<file path="src/rtl/sram_ctrl_pkg.sv">
`timescale 1ns/1ps
package sram_ctrl_pkg;

  typedef enum logic [2:0] {
    ST_IDLE, ST_SETUP, ST_RD_WAIT, ST_RD_CAPT, ST_WR_PULSE, ST_WR_HOLD, ST_TURN
  } ctrlState_t;

  // Strobes from control to datapath; pin strobes are active low.
  typedef struct packed {
    logic ceN;
    logic oeN;
    logic weN;
    logic laneOn;
    logic dqDrive;
    logic capture;
  } busStrobes_t;

  function automatic int ceilDiv(input int num, input int den);
    return (num + den - 1) / den;
  endfunction

  function automatic int readCycles(input int fastGrade, input int periodNs);
    int acc;
    int oe;
    acc = ceilDiv(fastGrade != 0 ? 70 : 100, periodNs);
    oe  = ceilDiv(fastGrade != 0 ? 35 : 50, periodNs);
    return (acc > oe) ? acc : oe;
  endfunction

  function automatic int pulseCycles(input int fastGrade, input int periodNs);
    return ceilDiv(fastGrade != 0 ? 55 : 70, periodNs);
  endfunction

  // Longest time the memory may keep driving after deselect or strobe removal.
  function automatic int releaseCycles(input int fastGrade, input int periodNs);
    return ceilDiv(fastGrade != 0 ? 35 : 40, periodNs);
  endfunction

endpackage

</file>
<file path="src/rtl/sram_ctrl_fsm.sv">
`timescale 1ns/1ps
module sram_ctrl_fsm
  import sram_ctrl_pkg::*;
#(
  parameter int READ_CYC = 4,
  parameter int WP_CYC   = 3,
  parameter int REL_CYC  = 2
) (
  input  logic        clk,
  input  logic        rstN,
  input  logic        reqValid,
  input  logic        reqWrite,
  output logic        reqReady,
  output logic        accept,
  output busStrobes_t strb
);

  localparam int MAX_A = (READ_CYC > WP_CYC) ? READ_CYC : WP_CYC;
  localparam int MAX_C = (MAX_A > REL_CYC) ? MAX_A : REL_CYC;
  localparam int CNT_W = $clog2(MAX_C + 1);

  ctrlState_t stateQ, stateNext;
  logic [CNT_W-1:0] cntQ, cntNext;
  logic writeQ;

  function automatic busStrobes_t decode(input ctrlState_t st);
    busStrobes_t s;
    s = '{ceN: 1'b1, oeN: 1'b1, weN: 1'b1, laneOn: 1'b0, dqDrive: 1'b0, capture: 1'b0};
    case (st)
      ST_RD_WAIT: begin s.ceN = 1'b0; s.oeN = 1'b0; s.laneOn = 1'b1; end
      ST_RD_CAPT: begin s.ceN = 1'b0; s.oeN = 1'b0; s.laneOn = 1'b1; s.capture = 1'b1; end
      ST_WR_PULSE: begin s.ceN = 1'b0; s.weN = 1'b0; s.laneOn = 1'b1; s.dqDrive = 1'b1; end
      ST_WR_HOLD: s.dqDrive = 1'b1;
      default: ;
    endcase
    return s;
  endfunction

  assign reqReady = (stateQ == ST_IDLE);
  assign accept   = reqValid && reqReady;

  always_comb begin
    stateNext = stateQ;
    cntNext   = cntQ;
    case (stateQ)
      ST_IDLE:  if (reqValid) stateNext = ST_SETUP;
      ST_SETUP: begin
        if (writeQ) begin
          stateNext = ST_WR_PULSE;
          cntNext   = CNT_W'(WP_CYC - 1);
        end else begin
          stateNext = ST_RD_WAIT;
          cntNext   = CNT_W'(READ_CYC - 1);
        end
      end
      ST_RD_WAIT: begin
        if (cntQ == '0) stateNext = ST_RD_CAPT;
        else cntNext = cntQ - CNT_W'(1);
      end
      ST_RD_CAPT: begin
        stateNext = ST_TURN;
        cntNext   = CNT_W'(REL_CYC - 1);
      end
      ST_WR_PULSE: begin
        if (cntQ == '0) stateNext = ST_WR_HOLD;
        else cntNext = cntQ - CNT_W'(1);
      end
      ST_WR_HOLD: begin
        stateNext = ST_TURN;
        cntNext   = CNT_W'(REL_CYC - 1);
      end
      ST_TURN: begin
        if (cntQ == '0) stateNext = ST_IDLE;
        else cntNext = cntQ - CNT_W'(1);
      end
      default: stateNext = ST_IDLE;
    endcase
  end

  always_ff @(posedge clk) begin
    if (!rstN) begin
      stateQ <= ST_IDLE;
      cntQ   <= '0;
      writeQ <= 1'b0;
      strb   <= decode(ST_IDLE);
    end else begin
      stateQ <= stateNext;
      cntQ   <= cntNext;
      strb   <= decode(stateNext);
      if (accept) writeQ <= reqWrite;
    end
  end

endmodule

</file>
<file path="src/rtl/sram_ctrl_datapath.sv">
`timescale 1ns/1ps
module sram_ctrl_datapath
  import sram_ctrl_pkg::*;
#(
  parameter int ADDR_W = 18,
  parameter int DATA_W = 16
) (
  input  logic                clk,
  input  logic                rstN,
  input  logic                accept,
  input  logic [ADDR_W-1:0]   reqAddr,
  input  logic [DATA_W-1:0]   reqWdata,
  input  logic [DATA_W/8-1:0] reqBe,
  input  busStrobes_t         strb,
  input  logic [DATA_W-1:0]   sramDqIn,
  output logic [ADDR_W-1:0]   sramAddr,
  output logic                sramCeN,
  output logic                sramOeN,
  output logic                sramWeN,
  output logic [DATA_W/8-1:0] sramLaneN,
  output logic [DATA_W-1:0]   sramDqOut,
  output logic                sramDqOe,
  output logic                rspValid,
  output logic [DATA_W-1:0]   rspData
);

  localparam int LANES = DATA_W / 8;

  logic [ADDR_W-1:0] addrQ;
  logic [DATA_W-1:0] wdataQ, rdataQ, laneMask;
  logic [LANES-1:0]  beQ;
  logic              rspQ;

  for (genvar g = 0; g < LANES; g++) begin : gLane
    assign laneMask[g*8 +: 8] = {8{beQ[g]}};
    assign sramLaneN[g]       = ~(beQ[g] & strb.laneOn);
  end

  always_ff @(posedge clk) begin
    if (!rstN) begin
      addrQ  <= '0;
      wdataQ <= '0;
      beQ    <= '0;
      rdataQ <= '0;
      rspQ   <= 1'b0;
    end else begin
      if (accept) begin
        addrQ  <= reqAddr;
        wdataQ <= reqWdata;
        beQ    <= reqBe;
      end
      if (strb.capture) rdataQ <= sramDqIn & laneMask;
      rspQ <= strb.capture;
    end
  end

  assign sramAddr  = addrQ;
  assign sramCeN   = strb.ceN;
  assign sramOeN   = strb.oeN;
  assign sramWeN   = strb.weN;
  assign sramDqOut = wdataQ;
  assign sramDqOe  = strb.dqDrive;
  assign rspValid  = rspQ;
  assign rspData   = rdataQ;

endmodule

</file>
<file path="src/rtl/sram_async_ctrl.sv">
`timescale 1ns/1ps
module sram_async_ctrl
  import sram_ctrl_pkg::*;
#(
  parameter int FAST_GRADE    = 1,
  parameter int CLK_PERIOD_NS = 20
) (
  input  logic        clk,
  input  logic        rstN,
  input  logic        reqValid,
  output logic        reqReady,
  input  logic        reqWrite,
  input  logic [17:0] reqAddr,
  input  logic [15:0] reqWdata,
  input  logic [1:0]  reqBe,
  output logic        rspValid,
  output logic [15:0] rspData,
  output logic [17:0] sramAddr,
  output logic        sramCeN,
  output logic        sramOeN,
  output logic        sramWeN,
  output logic        sramUbN,
  output logic        sramLbN,
  output logic [15:0] sramDqOut,
  output logic        sramDqOe,
  input  logic [15:0] sramDqIn
);

  localparam int READ_CYC = readCycles(FAST_GRADE, CLK_PERIOD_NS);
  localparam int WP_CYC   = pulseCycles(FAST_GRADE, CLK_PERIOD_NS);
  localparam int REL_CYC  = releaseCycles(FAST_GRADE, CLK_PERIOD_NS);

  busStrobes_t strb;
  logic        accept;
  logic [1:0]  laneN;

  sram_ctrl_fsm #(.READ_CYC(READ_CYC), .WP_CYC(WP_CYC), .REL_CYC(REL_CYC)) uFsm (
    .clk(clk), .rstN(rstN), .reqValid(reqValid), .reqWrite(reqWrite),
    .reqReady(reqReady), .accept(accept), .strb(strb)
  );

  sram_ctrl_datapath #(.ADDR_W(18), .DATA_W(16)) uData (
    .clk(clk), .rstN(rstN), .accept(accept), .reqAddr(reqAddr),
    .reqWdata(reqWdata), .reqBe(reqBe), .strb(strb), .sramDqIn(sramDqIn),
    .sramAddr(sramAddr), .sramCeN(sramCeN), .sramOeN(sramOeN),
    .sramWeN(sramWeN), .sramLaneN(laneN), .sramDqOut(sramDqOut),
    .sramDqOe(sramDqOe), .rspValid(rspValid), .rspData(rspData)
  );

  assign sramUbN = laneN[1];
  assign sramLbN = laneN[0];

endmodule

</file>
<file path="config.mk">
export PLATFORM = sky130hd
export DESIGN_NAME = sram_async_ctrl
export DESIGN_NICKNAME = d
export VERILOG_FILES = /design/src/rtl/sram_ctrl_pkg.sv /design/src/rtl/sram_ctrl_fsm.sv /design/src/rtl/sram_ctrl_datapath.sv /design/src/rtl/sram_async_ctrl.sv
export SDC_FILE = /design/constraint.sdc
export NUM_CORES = 1
export LEC_CHECK = 0
export BUFFER_PORTS_ARGS = -buffer_cell sky130_fd_sc_hd__buf_2
export CAP_MARGIN = 15
export CELL_PAD_IN_SITES_DETAIL_PLACEMENT = 0
export CELL_PAD_IN_SITES_GLOBAL_PLACEMENT = 2
export CORE_ASPECT_RATIO = 2
export CORE_UTILIZATION = 27
export CTS_CLUSTER_SIZE = 14
export DETAILED_ROUTE_END_ITERATION = 10
export PLACE_DENSITY_LB_ADDON = 0.1
export SLEW_MARGIN = 10
export SYNTH_ARGS = -nofsm -noshare
export SYNTH_HDL_FRONTEND = slang
export SYNTH_SLANG_ARGS = --single-unit
</file>
<file path="constraint.sdc">
create_clock -name clk -period 3 [get_ports clk]
set_input_delay 0.6 -clock clk [delete_from_list [all_inputs] [get_ports clk]]
set_output_delay 0.6 -clock clk [all_outputs]
set_load 0.01 [all_outputs]
</file>
==> run summary <==
Fraction of the core area covered by cells at the end of the flow: 0.377. Across all hold checks on the routed design, the worst slack comes to 0.450 ns. The total overflow left after global routing is 0.

After synthesis, the largest family of logic cells by area is simple AND/OR/NAND/NOR gates. The tools report the capture point of the critical path as reqReady. IR analysis of the VDD net gives a maximum drop of 0.476 mV. The run gives 0 as the initial antenna violation count. TritonCTS built the clock tree. The run gives 4.53 mm as the post-detailed-placement half-perimeter wirelength. The final wirelength is 6.48 mm. The endpoint identified for the worst register-to-register timing path is uData.sramAddr[15]. The part of the cycle the worst path needs is 0.607. The floorplan step set the die height to 139 um.

The number of gates resized after CTS was 0. The xor/xnor cell area share of the yosys netlist is 0.00347. The share of the synthesized area in compound gates (AO/OA/AOI/OAI) works out to 0.140.

The number of antenna diodes in the final layout is 0. The logs give 114 for the count of boundary I/O pins and 10.2 mm for the first-pass GRT wire length. Input and output buffers added on the ports amount to 113.

The die is 70.3 um wide. In this run the deepest clock path goes through 2 buffers. The highest fanout seen on the critical path works out to 12.

In this run, the number of DRC markers left after iteration 0 of detailed routing was 106. For this design, the sink count on the clock tree is 66. Once detail routing completed, the nets flagged for antenna violations numbered 0.

The headroom to the max-slew limit came out at 0.473. Timing analysis after detailed placement gives a worst setup slack of 1.09 ns. The number of max-slew violations in the final report is 0. Yosys attributes the largest share of cell area to sky130_fd_sc_hd__dfxtp_1 (52%), sky130_fd_sc_hd__nand2_1 (12%), sky130_fd_sc_hd__a21oi_1 (11%). At the pin with the least slew margin, the transition time is 0.789 ns. The synthesized design contains 0 enable-type register cells. Distinct cell type count of the synthesized netlist: 31. The warning count from the yosys run is 0, and the summed instance area of the synthesized netlist is 0.00252 mm2. The overall routing resource usage was 0.135; the total power divided by cell area was 714 mW/mm2. Entering global routing, the biggest net connects 44 pins. The mean cell area of the mapped netlist was 8.40 um2. Across all register-to-register paths, the minimum setup slack is 1.21 ns. Summing all placed instances gives a cell area of 0.00309 mm2. The worst reg-to-reg path cell count works out to 4. The number of CTS-inserted buffers was 9. After detailed routing, the average wire length per cell comes to 12.6 um. Once placement completed, the tool counted placed cells totaling 498. For this run, design rule violations remaining after detail routing come to 0. Setup repair after global routing left no endpoint under its margin. For the final-report hold violation count, the log shows 0. For this run, the detailed router's first-pass iteration total came to 4.

The commonest cells after synthesis are sky130_fd_sc_hd__nand2_1 (82), sky130_fd_sc_hd__dfxtp_1 (66), sky130_fd_sc_hd__a21oi_1 (55). Setup slack closes at 1.18 ns. Worst hold-check path type: flop to flop. The logs give 0.00975 mm2 for the die area and 2.40 ns for the worst path required time. The count of hold buffers inserted by post-cts repair was 0; the count of endpoints failing setup in the final report was 0. The run gives 0 as the total of max-cap violations.

The tools report the critical register-to-register path startpoint as uFsm.stateQ[1]. The run gives 514 as the number of standard cells in the layout, taps in and fillers out. The fraction of layout cells with a size suffix above 1 came out at 0.335. In this run the post-CTS setup repair buffer count came out at 0. The area growth from synthesis to layout is 34.8%.

For the total chip power, the log shows 2.43 mW. In the routed layout, each cell is associated on average with a via count of 4.42. The routed design could run at a clock period as short as 1.82 ns.

Area share of and/or/nand/nor cells after synthesis: 0.252. The region available for standard cell placement spans 0.00901 mm2. For the portion of the post-synthesis area used by sequential elements, the log shows 0.524. The tools report the number of rows in the core area as 49.

Clock tree synthesis selected as its root buffer the cell sky130_fd_sc_hd__clkbuf_16. The run gives 0.32 ns as the latest clock arrival within the worst-skew pair. Leakage power of the design: 1.60 nW. Type of the worst setup path: flop to primary output.

For the final-stage net count, the log shows 465. Counting flops and latches in the post-synthesis netlist gives 66. Derived from the worst setup path, the maximum achievable clock frequency is 0.550 GHz. After technology mapping, the gate count stands at 300.

The share of synthesized registers carrying an async set or reset is 0. Tracing the worst setup path back leads to its startpoint at uFsm.stateQ[1]. The H-tree generated during clock tree synthesis spans 3 levels. The final route contains 2,272 vias. Most frequent cell after synthesis: sky130_fd_sc_hd__nand2_1. The clock-pin slew of the registers on the worst-case setup and hold paths is 0.05 ns, and the clock tree skew after final layout is 0.00786 ns. The logs give 0.698 for the routability-driven placement congestion ratio and 0 ns for the total negative slack.

The area fraction of the dominant cell type after synthesis was 0.524. STA classifies the critical path endpoint as a primary output. The number of nets in the synthesized netlist is 358. Summing all non-filler instances in the final layout gives an area of 0.00340 mm2. The flow ran to the end, and the final reports show no timing, DRC or antenna violations.

The adder and majority cell fraction of the synthesized area works out to 0.00993. In the synthesized netlist the dominant register cell turns out to be sky130_fd_sc_hd__dfxtp_1. The run gives 2,108 as the via count of the first global-routing pass.

Of all cell types, the one taking the most synthesized area is sky130_fd_sc_hd__dfxtp_1. STA classifies the critical path startpoint as a flop. The run gives 0.280 as the initial core utilization.

The fraction of synthesized area in multiplexers was 0.00794. The tools report the worst path arrival time as 1.22 ns.
## worst min path at each step
| stage | from | endpoint | slack [ns] | cells after the start |
|---|---|---|---|---|
| after floorplan | uFsm.cntQ[0] | uFsm.cntQ[0] | 0.44 | 2 |
| after global placement | uData.sramAddr[8] | uData.sramAddr[8] | 0.44 | 2 |
| after detailed placement | uData.sramDqOut[1] | uData.sramDqOut[1] | 0.44 | 2 |
| after CTS | uData.sramDqOut[1] | uData.sramDqOut[1] | 0.45 | 2 |
| after global routing | uData.sramAddr[0] | uData.sramAddr[0] | 0.47 | 2 |
| final | uData.sramDqOut[1] | uData.sramDqOut[1] | 0.45 | 2 |
## report_power, final
part / switching (mW) / internal (mW) / leakage, nW
combinational: 0.219 / 0.152 / 0.906
clock: 0.363 / 0.683 / 0.151
sequential: 0.0606 / 0.952 / 0.539
total: 0.642 / 1.79 / 1.60
## routing by layer
metal	track usage	vias to the layer above	part of all wire
li1	-	1188	-
met1	0.139	1003	0.40
met2	0.239	74	0.53
met3	0.0385	7	0.055
met4	0.0758	0	0.018
met5	0	-	0
## sequential cells by signal, summed over array words and instances, names as in the netlist
signal	cells
uData.sramAddr	18
uData.rspData	16
uData.sramDqOut	16
uFsm.strb	6
uFsm.cntQ	3
uFsm.stateQ	3
uData.beQ	2
uData.rspValid	1
uFsm.writeQ	1
## cell type report
cell class                      count  area, um2
Inverter                            4       15.0
Timing Repair Buffer              115        581
Sequential cell                    66       1320
Fill cell                         973       5610
Tap cell                          102        128
Multi-Input combinational cell    211       1050
Clock inverter                      5       52.6
Clock buffer                       11        253
## cells in the final DEF, fill, tap and decap left out, drive strengths merged, types with 2 or more instances in the layout
master,netlist,layout
ha,2,2
nor2,25,25
inv,4,4
dfxtp,66,66
a21oi,55,55
nor2b,17,17
clkbuf,7,11
nand2,82,82
nor3,3,3
o311ai,2,2
buf,12,115
and2,5,5
clkinv,0,3
mux2i,2,2
o21ai,5,5
## kinds of logic (layout without fill, tap and decap cells)
| group | after synthesis | after routing |
|---|---|---|
| mux | 2 | 2 |
| buf+inv | 23 | 135 |
| simple gates | 140 | 140 |
| fa+ha+maj | 2 | 2 |
| compound gates | 66 | 66 |
| xor+xnor | 1 | 1 |
| flops | 66 | 66 |
## critical path: stages, from the launching register on
cell and delay [ns]:
sky130_fd_sc_hd__dfxtp_1 0.63, sky130_fd_sc_hd__nor3_1 0.10, sky130_fd_sc_hd__buf_2 0.16
Power figures use the tool's default switching activity.
